**src/rtl/deb_pkg.sv**
```systemverilog
package deb_pkg;
    localparam int TIME_W = 12;
    localparam int REG_DW = 12;
    localparam int REG_AW = 4;
    localparam int MAX_MS = 4000;

    typedef enum logic [REG_AW-1:0] {
        RA_ENABLE = 4'd0,
        RA_POLAR  = 4'd1,
        RA_MASK   = 4'd2,
        RA_STATUS = 4'd3,
        RA_CLEAR  = 4'd4,
        RA_LEVEL  = 4'd5
    } reg_addr_e;

    // Effective hold time: zero means one millisecond, large values saturate.
    function automatic logic [TIME_W-1:0] clamp_ms(input logic [TIME_W-1:0] v);
        if (v == '0)
            return TIME_W'(1);
        else if (v > TIME_W'(MAX_MS))
            return TIME_W'(MAX_MS);
        else
            return v;
    endfunction
endpackage

```
**src/rtl/deb_tick_gen.sv**
```systemverilog
module deb_tick_gen #(
    parameter int DIV = 32
) (
    input  logic clk,
    input  logic rst_n,
    output logic tick
);
    localparam int CW = (DIV > 1) ? $clog2(DIV) : 1;

    typedef struct packed {
        logic [CW-1:0] cnt;
        logic          tick;
    } tg_t;

    tg_t tg_d, tg_q;

    always_comb begin
        tg_d      = tg_q;
        tg_d.tick = (tg_q.cnt == CW'(DIV - 1));
        if (tg_d.tick)
            tg_d.cnt = '0;
        else
            tg_d.cnt = tg_q.cnt + 1'b1;
    end

    always_ff @(posedge clk or negedge rst_n) begin
        if (!rst_n)
            tg_q <= '0;
        else
            tg_q <= tg_d;
    end

    assign tick = tg_q.tick;

    // Ticks are isolated pulses, so a channel counts at most once per period.
    assert_tick_gap_R2: assert property (@(posedge clk) disable iff (!rst_n)
        tick |=> !tick);
endmodule

```
**src/rtl/deb_channel.sv**
```systemverilog
module deb_channel
    import deb_pkg::*;
(
    input  logic              clk,
    input  logic              rst_n,
    input  logic              tick,
    input  logic              en,
    input  logic              pol,
    input  logic              clr,
    input  logic              raw,
    input  logic [TIME_W-1:0] tm,
    output logic              level,
    output logic              status
);
    typedef struct packed {
        logic              meta;
        logic              sync;
        logic              lvl;
        logic [TIME_W-1:0] cnt;
        logic              status;
    } ch_t;

    ch_t               ch_d, ch_q;
    logic              pending;
    logic              fire;
    logic [TIME_W-1:0] thr;

    always_comb begin
        ch_d      = ch_q;
        fire      = 1'b0;
        thr       = clamp_ms(tm);
        ch_d.meta = raw;
        ch_d.sync = ch_q.meta;
        pending   = en && (ch_q.sync != ch_q.lvl);
        if (!pending) begin
            // Idle or back at the accepted level: counter rests at zero.
            ch_d.cnt = '0;
        end else if (tick) begin
            if (ch_q.cnt >= thr) begin
                ch_d.lvl = ch_q.sync;
                ch_d.cnt = '0;
                fire     = (ch_q.sync == pol);
            end else begin
                ch_d.cnt = ch_q.cnt + 1'b1;
            end
        end
        if (clr)
            ch_d.status = 1'b0;
        if (fire)
            ch_d.status = 1'b1;
    end

    always_ff @(posedge clk or negedge rst_n) begin
        if (!rst_n)
            ch_q <= '0;
        else
            ch_q <= ch_d;
    end

    assign level  = ch_q.lvl;
    assign status = ch_q.status;

    assert_idle_cnt_R10: assert property (@(posedge clk) disable iff (!rst_n)
        !pending |=> (ch_q.cnt == '0));
    assert_cnt_hold_R10: assert property (@(posedge clk) disable iff (!rst_n)
        (pending && !tick) |=> $stable(ch_q.cnt));
    assert_frozen_R9: assert property (@(posedge clk) disable iff (!rst_n)
        !en |=> $stable(ch_q.lvl));
    assert_lvl_on_tick_R2: assert property (@(posedge clk) disable iff (!rst_n)
        !$stable(ch_q.lvl) |-> $past(tick));
    assert_rise_R6: assert property (@(posedge clk) disable iff (!rst_n)
        $rose(ch_q.status) |-> $past(tick && en));
    assert_fall_R6: assert property (@(posedge clk) disable iff (!rst_n)
        $fell(ch_q.status) |-> $past(clr));
endmodule

```
**src/rtl/deb_irq_ctrl.sv**
```systemverilog
module deb_irq_ctrl
    import deb_pkg::*;
#(
    parameter int N_CH     = 8,
    parameter int TICK_DIV = 32
) (
    input  logic              clk,
    input  logic              rst_n,
    input  logic [N_CH-1:0]   raw_in,
    input  logic              wr_en,
    input  logic [REG_AW-1:0] addr,
    input  logic [REG_DW-1:0] wdata,
    output logic [REG_DW-1:0] rdata,
    output logic              irq
);
    typedef struct packed {
        logic [N_CH-1:0]             en;
        logic [N_CH-1:0]             pol;
        logic [N_CH-1:0]             mask;
        logic [N_CH-1:0][TIME_W-1:0] tm;
    } cfg_t;

    cfg_t            cfg_d, cfg_q;
    logic            tick;
    logic [N_CH-1:0] clr;
    logic [N_CH-1:0] lvl_v;
    logic [N_CH-1:0] stat_v;
    logic            tm_sel;

    assign tm_sel = addr[3] && (int'(addr[2:0]) < N_CH);

    always_comb begin
        cfg_d = cfg_q;
        clr   = '0;
        if (wr_en) begin
            case (addr)
                RA_ENABLE: cfg_d.en   = wdata[N_CH-1:0];
                RA_POLAR:  cfg_d.pol  = wdata[N_CH-1:0];
                RA_MASK:   cfg_d.mask = wdata[N_CH-1:0];
                RA_CLEAR:  clr        = wdata[N_CH-1:0];
                default: begin
                    if (tm_sel)
                        cfg_d.tm[addr[2:0]] = wdata[TIME_W-1:0];
                end
            endcase
        end
    end

    always_ff @(posedge clk or negedge rst_n) begin
        if (!rst_n)
            cfg_q <= '0;
        else
            cfg_q <= cfg_d;
    end

    deb_tick_gen #(.DIV(TICK_DIV)) tick_i (
        .clk   (clk),
        .rst_n (rst_n),
        .tick  (tick)
    );

    for (genvar i = 0; i < N_CH; i++) begin : g_ch
        deb_channel ch_i (
            .clk    (clk),
            .rst_n  (rst_n),
            .tick   (tick),
            .en     (cfg_q.en[i]),
            .pol    (cfg_q.pol[i]),
            .clr    (clr[i]),
            .raw    (raw_in[i]),
            .tm     (cfg_q.tm[i]),
            .level  (lvl_v[i]),
            .status (stat_v[i])
        );
    end

    always_comb begin
        rdata = '0;
        case (addr)
            RA_ENABLE: rdata[N_CH-1:0] = cfg_q.en;
            RA_POLAR:  rdata[N_CH-1:0] = cfg_q.pol;
            RA_MASK:   rdata[N_CH-1:0] = cfg_q.mask;
            RA_STATUS: rdata[N_CH-1:0] = stat_v;
            RA_LEVEL:  rdata[N_CH-1:0] = lvl_v;
            default: begin
                if (tm_sel)
                    rdata[TIME_W-1:0] = cfg_q.tm[addr[2:0]];
            end
        endcase
    end

    assign irq = |(stat_v & cfg_q.mask);

    // A clear write takes the cleared channels' status down unless a tick could fire them.
    assert_clear_R6: assert property (@(posedge clk) disable iff (!rst_n)
        (wr_en && addr == RA_CLEAR && !tick) |=> ((stat_v & $past(wdata[N_CH-1:0])) == '0));
endmodule

```
**config.mk**
```make
export PLATFORM = sky130hd
export DESIGN_NAME = deb_irq_ctrl
export DESIGN_NICKNAME = d
export VERILOG_FILES = /design/src/rtl/deb_pkg.sv /design/src/rtl/deb_tick_gen.sv /design/src/rtl/deb_channel.sv /design/src/rtl/deb_irq_ctrl.sv
export SDC_FILE = /design/constraint.sdc
export NUM_CORES = 1
export LEC_CHECK = 0
export ABC_AREA = 1
export CAP_MARGIN = 10
export CORE_AREA = 2 2 181 183
export CTS_BUF_LIST = sky130_fd_sc_hd__clkbuf_8 sky130_fd_sc_hd__clkbuf_16
export DETAILED_ROUTE_END_ITERATION = 8
export DIE_AREA = 0 0 183 185
export DONT_BUFFER_PORTS = 1
export MAX_ROUTING_LAYER = met4
export PLACE_DENSITY = 0.63
export SLEW_MARGIN = 20
export SYNTH_ARGS = -nofsm -noshare
export SYNTH_HDL_FRONTEND = slang
export SYNTH_SLANG_ARGS = --single-unit
export TNS_END_PERCENT = 20
```
**constraint.sdc**
```tcl
create_clock -name clk -period 3.7 [get_ports clk]
set_input_delay 0.555 -clock clk [delete_from_list [all_inputs] [get_ports clk]]
set_output_delay 0.555 -clock clk [all_outputs]
set_load 0.02 [all_outputs]
```
==> reports/results.ini, run 1 <==
[placement]
dp_slack_ps=963
place.gp.congestion=0.983
hpwl_um=30200
port_buffers=0

[setup_path]
cp.required_ps=4190
worstPathMaxFanout=6
critPathCaptureType=flop
crit_path_end=g_ch[6].ch_i.ch_q[3]
timing.rr.end=g_ch[6].ch_i.ch_q[3]
worstRegToRegCells=17
rrSetupSlack_ps=900
r2r_start=cfg_q[76]
cp-startpoint=cfg_q[76]
crit_arrival_ps=3280
crit_type=reg2reg
crit_path_start_kind=flop

[global_routing]
grt_overflow=0
grtUsageTotal=0.260
grt_pass1_wl_um=67700
grt_pass1_vias=12500
antenna_found_initial=0
grt_max_degree=255

[detailed_routing]
ant_nets=0
drt-total-wl_um=41400
first_iter_violations=1105
drtPass1Iterations=5
via_count=13300
viasPerCell=5.43
avgRoutedWirePerCell_um=16.8
route.detailed.drc=0

[cts]
clk_pin_slew_ps=60
tritoncts=built
clock_sinks=254
numCtsBuffers=29
insertion_delay_ps=590
htreeDepth=1
post-cts-setup-buffers=0
ctsHoldBuffers=8
cts_root_buf=clkbuf_16
clockBufferDepth=3
cts_resized=0

[synth]
yosysSeqAreaShare=0.414
synth-xor-area-share=0.0394
synth.avg_cell_area_um2=7.54
synth_compound_area_frac=0.115
async_reset_ff_frac=1.00
synthMuxAreaShare=0.00130
yosys.area_share.adder=0.0864
synth_top_area_cell=dfrtp_1
netlist.area_leader.share=0.414
synth-simple-area-share=0.271
yosys_register_bits=254
synth_top_flop_cell=dfrtp_1
synth_area_leaders=dfrtp_1, nand2_1, ha_1, o21ai_0, inv_1
synth_top_family_by_area=simple AND/OR/NAND/NOR gates
synthCells=2036
synth_cell_type_count=39
syn_area_um2=15400
syn_nets=2169
synth-edff-count=0
synth_warnings=0

[die]
rows=66
initial_core_util=0.479
fp.dieW_um=183
die_h_um=185
fp.coreArea_um2=32000
design.die.area_um2=33900
boundaryPins=40

[status]
violations=hold timing
status=finished, violations left

[sta]
clock-skew-final_ps=29.6
fmax_mhz=358
hold_viol_final=254
tightest_slew_ps=799
finalCritPeriodShare=0.756
final.setup.worst_slack_ps=904
timing.hold.ws_ps=-335
setup_viol=0
tns_ps=0
fin_crit_ps=2800
rsz0062_at_grt=false
finalMaxSlewViolations=0
relSlewSlack=0.466

[power_and_ir_drop]
powerDensity_nw_per_um2=467
leakagePower_uw=0.00818
max-vdd-ir-drop_v=0.000369

[layout]
final_nets=2161
antenna_cells_inserted=0
fillCellCount=3097
drive_gt1_frac=0.0361
syn2layout_area_growth_pct=9.07

[worst_hold_path]
hp-class=in2async

[run]
cap_violations=0

-- registers in the layout, indices dropped and copies added, names as in the netlist --
signal,cells
tick_i.tg_q,5
cfg_q,120
g_ch.ch_i.status,8
g_ch.ch_i.level,8
g_ch.ch_i.ch_d,8
tick_i.tick,1
g_ch.ch_i.ch_q,104
-- cell families after synthesis --
| logic type | Yosys count |
|---|---|
| compound gates | 327 |
| flops | 254 |
| buf+inv | 286 |
| simple gates | 992 |
| xor+xnor | 69 |
| mux | 2 |
| fa+ha+maj | 106 |
-- through the flow --
step                      power, uW  instance area (um^2)  std cells   util  hold WS, ps
after global routing           8250                 16700       2459  0.523         -352
after floorplan                4360                 15400       2036      -          259
after CTS                      7870                 16700       2459  0.523         -348
after detailed placement       4790                 15700       2397  0.488          277
after global placement         4740                 15700       2397  0.488          277
final                          7820                 16700       2459  0.523         -335
-- synth_stat cells, types with 14 or more instances --
master    number
nand2_1      628
dfrtp_1      254
inv_1        232
o21ai_0      187
nor2_1       136
nand3_1      113
ha_1         106
a21oi_1       76
xor2_1        59
nand4_1       43
clkbuf_1      30
nor3_1        30
o21ai_1       14
-- worst max-delay path: stages (launching register included) --
cell and delay (ps):
dfrtp_1 400, nor2_1 110, nand3b_1 100, nand2_1 70
inv_1 30, o21ai_0 460, inv_1 120, nor2_1 130
ha_1 250, nand2_1 70, nand2_1 50, nand2_1 50
nand2_1 40, nand2_1 50, nand2_1 60, nor2_1 290
nand2_1 240, a21oi_1 180
-- final cells by class --
class                           count  area (um^2)  area share
Sequential cell                   254         6360       0.380
Timing Repair Buffer                9         87.6     0.00523
Inverter                          238          893      0.0533
Tap cell                          408          510      0.0305
Multi-Input combinational cell   1496         7880       0.471
Clock buffer                       33          781      0.0466
Clock inverter                     21          235      0.0140
-- how the worst min path moves through the flow --
| stage | end | cells after the start | slack, ps | startpoint |
|---|---|---|---|---|
| after global placement | g_ch[0].ch_i.ch_q[9] | 0 | 280 | rst_n |
| after global routing | g_ch[0].ch_i.ch_q[10] | 0 | -350 | rst_n |
| final | g_ch[0].ch_i.ch_q[6] | 0 | -340 | rst_n |
| after floorplan | cfg_q[0] | 0 | 260 | rst_n |
| after detailed placement | g_ch[0].ch_i.ch_q[7] | 0 | 280 | rst_n |
| after CTS | g_ch[0].ch_i.ch_q[6] | 0 | -350 | rst_n |
-- metal layers --
layer,up-vias,wire length [um],GRT usage
met3,66,2730,0.0417
met4,0,934,0.0672
li1,6634,-,-
met2,376,18200,0.390
met1,6265,19600,0.367
met5,-,0,-
-- placed cells by master, fill, tap and decap left out, types with 4 or more instances in the layout --
cell type,instances
xor2_1,59
nand4_1,43
nand3b_1,13
o21bai_1,4
o221ai_1,5
xnor2_1,10
a21oi_1,76
nor2_1,136
o21ai_0,187
o21ai_1,14
nor3_2,4
dlygate4sd3_1,8
clkbuf_16,29
nand2_2,7
a221oi_1,5
o22ai_1,7
ha_1,106
nor4_1,4
o211ai_1,13
inv_1,238
nand3_1,113
nand2_1,628
clkbuf_8,4
o31ai_1,10
nor3_1,30
dfrtp_1,254
inv_2,6
bufinv_16,4
-- report_power, final --
part | internal (uW) | total, uW | switching (uW)
Combinational | 467 | 1350 | 880
Sequential | 3080 | 3420 | 346
Clock | 1800 | 3050 | 1250
(Power assumes the default switching activity.)
==> inputs of run 2 (changes only) <==
==> constraint.sdc (replaced) <==
create_clock -name clk -period 2.6 [get_ports clk]
set_input_delay 0.39 -clock clk [delete_from_list [all_inputs] [get_ports clk]]
set_output_delay 0.39 -clock clk [all_outputs]
set_load 0.02 [all_outputs]
==> run 2 against run 1 <==
The run still ends with hold timing left. Via count up 1.3%. First-iteration DRC count down 2.3%. Worst hold slack worse by 190 ps. Final cell count up 0.65%. Largest power group unchanged.
==> reports/results.ini, run 2 (synthesis results as in run 1) <==
[power_and_ir_drop]
switchingPower_uw=3590
clock_power_share=0.402
powerDensity_nw_per_um2=675
switching_share=0.313
leakagePower_uw=0.00829
p_comb_frac=0.175
p_int_uw=7890
max-vdd-ir-drop_v=0.000621
pwr-share-seq=0.423

[global_routing]
grt_pass1_wl_um=68100
grt_max_degree=255
grtUsageTotal=0.262
grt_overflow=0
grt_pass1_vias=12700
antenna_found_initial=0

[cts]
ctsHoldBuffers=8
post-cts-setup-buffers=0
tritoncts=built
cts_root_buf=clkbuf_16
clock_sinks=254
clockBufferDepth=3
insertion_delay_ps=620
numCtsBuffers=30
htreeDepth=1
clk_pin_slew_ps=60

[layout]
seq_area_um2=6360
drive_gt1_frac=0.0542
multi_input_area_um2=7960
syn2layout_area_growth_pct=10.8
antenna_cells_inserted=0
final_cell_mix=nand2_1, dfrtp_1, inv_1
final_cell_count_no_fill=2475
top_register=cfg_q
fillCellCount=3045
final_nets=2178
largest_register_ffs=120
top_regs=cfg_q x120, g_ch.ch_i.ch_q x104
final_util=0.531
final_common_cell=nand2_1

[setup_path]
timing.rr.end=g_ch[5].ch_i.ch_q[6]
worst_path_max_delay_cell=dfrtp_1
crit_path_start_kind=flop
crit_type=reg2out
crit_arrival_ps=2100
worstPathMaxFanout=4
worstRegToRegCells=15
max_stage_delay_ps=400
r2r_start=cfg_q[61]
critPathCaptureType=output pin
rrSetupSlack_ps=240
crit_chain=buf_4 -> o21ai_0 -> nand4_1 -> nand3_1 -> nand4_1
critical_path.most_common_cell=nand4_1
cp.required_ps=2210

[detailed_routing]
drtPass1Iterations=5
via_count=13500
first_iter_violations=1080
wl_met2_um=18800
drt-total-wl_um=42600
met1_length_um=19500
viasPerCell=5.46
routed-wl-met3_um=3070
route.detailed.drc=0
ant_nets=0
top_layer=met4
avgRoutedWirePerCell_um=17.2

[sta]
finalCritPeriodShare=0.957
tightest_slew_ps=730
fmax_mhz=402
setup_viol=0
clock-skew-final_ps=60.7
timing.hold.ws_ps=-520
rsz0062_at_grt=true
relSlewSlack=0.512
fin_crit_ps=2490
hold_viol_final=254
finalMaxSlewViolations=0

[run]
cap_violations=0

[die]
boundaryPins=40
design.die.area_um2=33900
die_h_um=185
initial_core_util=0.479
fp.dieW_um=183
rows=66
fp.coreArea_um2=32000

[status]
violations=hold timing
status=finished, violations left

[placement]
place.gp.congestion=0.924
place_inst=2413
hpwl_um=30600
port_buffers=0

[worst_hold_path]
hp-class=in2async

## run 2: cell count changes in the layout (fill, tap and decap cells not counted), sizes merged
cell	previous run	this run
buf	1	17
clkinvlp	3	4
bufinv	4	5
inv	246	240
clkbuf	33	37
## run 2: worst max-delay path by stage
stage,startpoint,to,slack (ps),cells past startpoint
2_1_floorplan,cfg_q[76],g_ch[6].ch_i.ch_q[12],280,17
3_3_place_gp,cfg_q[48],g_ch[4].ch_i.status,140,16
3_5_place_dp,cfg_q[37],g_ch[3].ch_i.ch_q[8],60,17
4_1_cts,cfg_q[76],g_ch[6].ch_i.ch_q[8],30,15
5_1_grt,cfg_q[37],g_ch[3].ch_i.ch_q[8],-20,17
6_report,cfg_q[90],rdata[6],110,5
## run 2: worst max-delay path, delay by kind of cell (launching register included)
family	cells	cell delay, ps
simple gates	3	630
flops	1	400
compound gates	1	280
buf+inv	1	170
## run 2: metrics by stage
step                      area (um^2)  setup WS, ps  total power (uW)  hold WS, ps  setup TNS, ps
after floorplan                 15400           276              6200         94.4              0
after global placement          15800           136              6790          112              0
after CTS                       16900          26.3             11500         -532              0
final                           17000           113             11500         -520              0
after detailed placement        15800          57.7              6870          111              0
after global routing            17000         -16.5             12100         -549          -26.9
## run 2: power by group through the flow
stage | Clock [uW] | Combinational, uW | Sequential, uW
2_1_floorplan | 0 | 1460 | 4740
3_3_place_gp | 0 | 1910 | 4890
3_5_place_dp | 0 | 1970 | 4900
4_1_cts | 4660 | 1990 | 4830
5_1_grt | 4840 | 2310 | 4910
6_report | 4620 | 2010 | 4850
## run 2: routing by layer
layer / up-vias / GRT usage
met5: - / -
met3: 79 / 0.0570
met1: 6411 / 0.359
met4: 0 / 0.0710
met2: 361 / 0.396
li1: 6666 / -
## run 2: final cells by class
cell class                 instances  share of cell area
multi-input combinational       1496               0.468
sequential                       254               0.373
inverter                         238              0.0525
clock buffer                      37              0.0498
tap                              408              0.0300
clock inverter                    17              0.0146
timing repair buffer              25              0.0122
## run 2: timing repair
item,in CTS,in global routing
resized for setup,0,25
endpoints found under the setup margin,0,100
hold endpoints to repair,262,254
==> inputs of run 3 (changes only) <==
==> constraint.sdc (replaced) <==
create_clock -name clk -period 3.17 [get_ports clk]
set_input_delay 0.4755 -clock clk [delete_from_list [all_inputs] [get_ports clk]]
set_output_delay 0.4755 -clock clk [all_outputs]
set_load 0.02 [all_outputs]
==> run 3 against run 2 <==
The flow still finishes with violations (hold timing). Final cell count fell by 0.61%. Final area fell by 1.1%. Via count shrank 0.84%. Combinational power fell by 22%. Power is 18% lower. First-iteration DRC count fell by 2.2%. Routed wire length shrank 1.3%. Clock skew is 46 ps lower. Global-route usage down 0.16 points. Largest cell class unchanged.
==> reports/results.ini, run 3 (synthesis results as in run 1) <==
[setup_path]
critPathCaptureType=flop
r2r_start=cfg_q[37]
timing.rr.end=g_ch[3].ch_i.ch_q[5]
rrSetupSlack_ps=510
crit_arrival_ps=3150
worstRegToRegCells=17
worstPathMaxFanout=7
crit_path_start_kind=flop
cp.required_ps=3660
crit_type=reg2reg

[layout]
final_nets=2163
fillCellCount=3040
drive_gt1_frac=0.0370
largest_register_ffs=120
top_regs=cfg_q x120, g_ch.ch_i.ch_q x104
final_common_cell=nand2_1
syn2layout_area_growth_pct=9.63
top_register=cfg_q
antenna_cells_inserted=0
final_cell_mix=nand2_1, dfrtp_1, inv_1

[sta]
hold_viol_final=254
relSlewSlack=0.492
rsz0062_at_grt=false
clock-skew-final_ps=15.0
fmax_mhz=375
tns_ps=0
finalCritPeriodShare=0.840
tightest_slew_ps=760
finalMaxSlewViolations=0
fin_crit_ps=2660
setup_viol=0
timing.hold.ws_ps=-405

[cts]
ctsHoldBuffers=8
clockBufferDepth=3
insertion_delay_ps=570
htreeDepth=1
cts_root_buf=clkbuf_16
numCtsBuffers=30
tritoncts=built
clock_sinks=254
clk_pin_slew_ps=60

[global_routing]
grt_pass1_vias=12600
grt_overflow=0
grt_max_degree=255
antenna_found_initial=0
grt_pass1_wl_um=67800
grtUsageTotal=0.261

[run]
cap_violations=0

[detailed_routing]
drtPass1Iterations=6
first_iter_violations=1056
ant_nets=0
via_count=13400
viasPerCell=5.45
route.detailed.drc=0
drt-total-wl_um=42100
avgRoutedWirePerCell_um=17.1

[die]
initial_core_util=0.479
design.die.area_um2=33900
fp.dieW_um=183
fp.coreArea_um2=32000
boundaryPins=40
rows=66
die_h_um=185

[worst_hold_path]
hp-class=in2async

[power_and_ir_drop]
leakagePower_uw=0.00823
powerDensity_nw_per_um2=558
max-vdd-ir-drop_v=0.000499
power_uw=9400

[placement]
place.gp.congestion=0.926
port_buffers=0
hpwl_um=30300

[status]
violations=hold timing
status=finished, violations left

run 3: repair_timing:
item | in CTS | in global routing
endpoints found under the hold margin | 262 | 254
setup endpoints to repair | 0 | 8
gates resized for setup | 0 | 1
buffers inserted | 0 | 0
run 3: layout make-up:
type / instances / area (um^2) / share of cell area
clock buffer: 34 / 806 / 0.0479
clock inverter: 20 / 289 / 0.0172
inverter: 238 / 893 / 0.0531
multi-input combinational: 1496 / 7880 / 0.468
sequential: 254 / 6360 / 0.378
tap: 408 / 510 / 0.0303
timing repair buffer: 10 / 95.1 / 0.00565
run 3: power breakdown:
group	internal (uW)	leakage (uW)	switching [uW]
Clock	2380	0.000551	1460
Combinational	546	0.00434	1020
Sequential	3590	0.00333	402
run 3: stage by stage:
step | std cells | setup slack (ps) | area (um^2) | util
final | 2460 | 507 | 16800 | 0.525
after CTS | 2460 | 370 | 16800 | 0.525
after global routing | 2460 | 105 | 16800 | 0.525
after global placement | 2398 | 432 | 15700 | 0.489
after detailed placement | 2398 | 386 | 15700 | 0.489
after floorplan | 2036 | 846 | 15400 | -
run 3: metal layers:
layer	global-route usage	vias to the layer above	routed length [um]	share of wire
li1	-	6644	-	-
met1	0.366	6297	19700	0.47
met2	0.390	391	18200	0.43
met3	0.0482	71	3000	0.071
met4	0.0685	0	1120	0.027
met5	-	-	0	0
run 3: critical path: stages, from the launching register on:
cell and delay, ps:
dfrtp_1 400, inv_1 140, nand4_1 150, o21ai_0 160, inv_1 50, o21ai_1 340, inv_1 70, nor2_1 120
ha_1 250, nand2_1 60, nand2_1 50, nand2_1 50, nand2_1 40, a21oi_1 120, nand2_1 160, nand2_1 100
nand2_1 170, nor2_1 150
run 3: worst max-delay path by stage:
stage                     startpoint               endpoint  slack [ps]  cells past startpoint
final                      cfg_q[37]   g_ch[3].ch_i.ch_q[5]         510                     17
after global routing       cfg_q[37]   g_ch[3].ch_i.ch_q[7]         100                     17
after CTS                  cfg_q[76]   g_ch[6].ch_i.ch_q[3]         370                     17
after detailed placement   cfg_q[76]   g_ch[6].ch_i.ch_q[3]         390                     17
after global placement     cfg_q[76]  g_ch[6].ch_i.ch_q[12]         430                     17
after floorplan            cfg_q[76]  g_ch[6].ch_i.ch_q[12]         850                     17
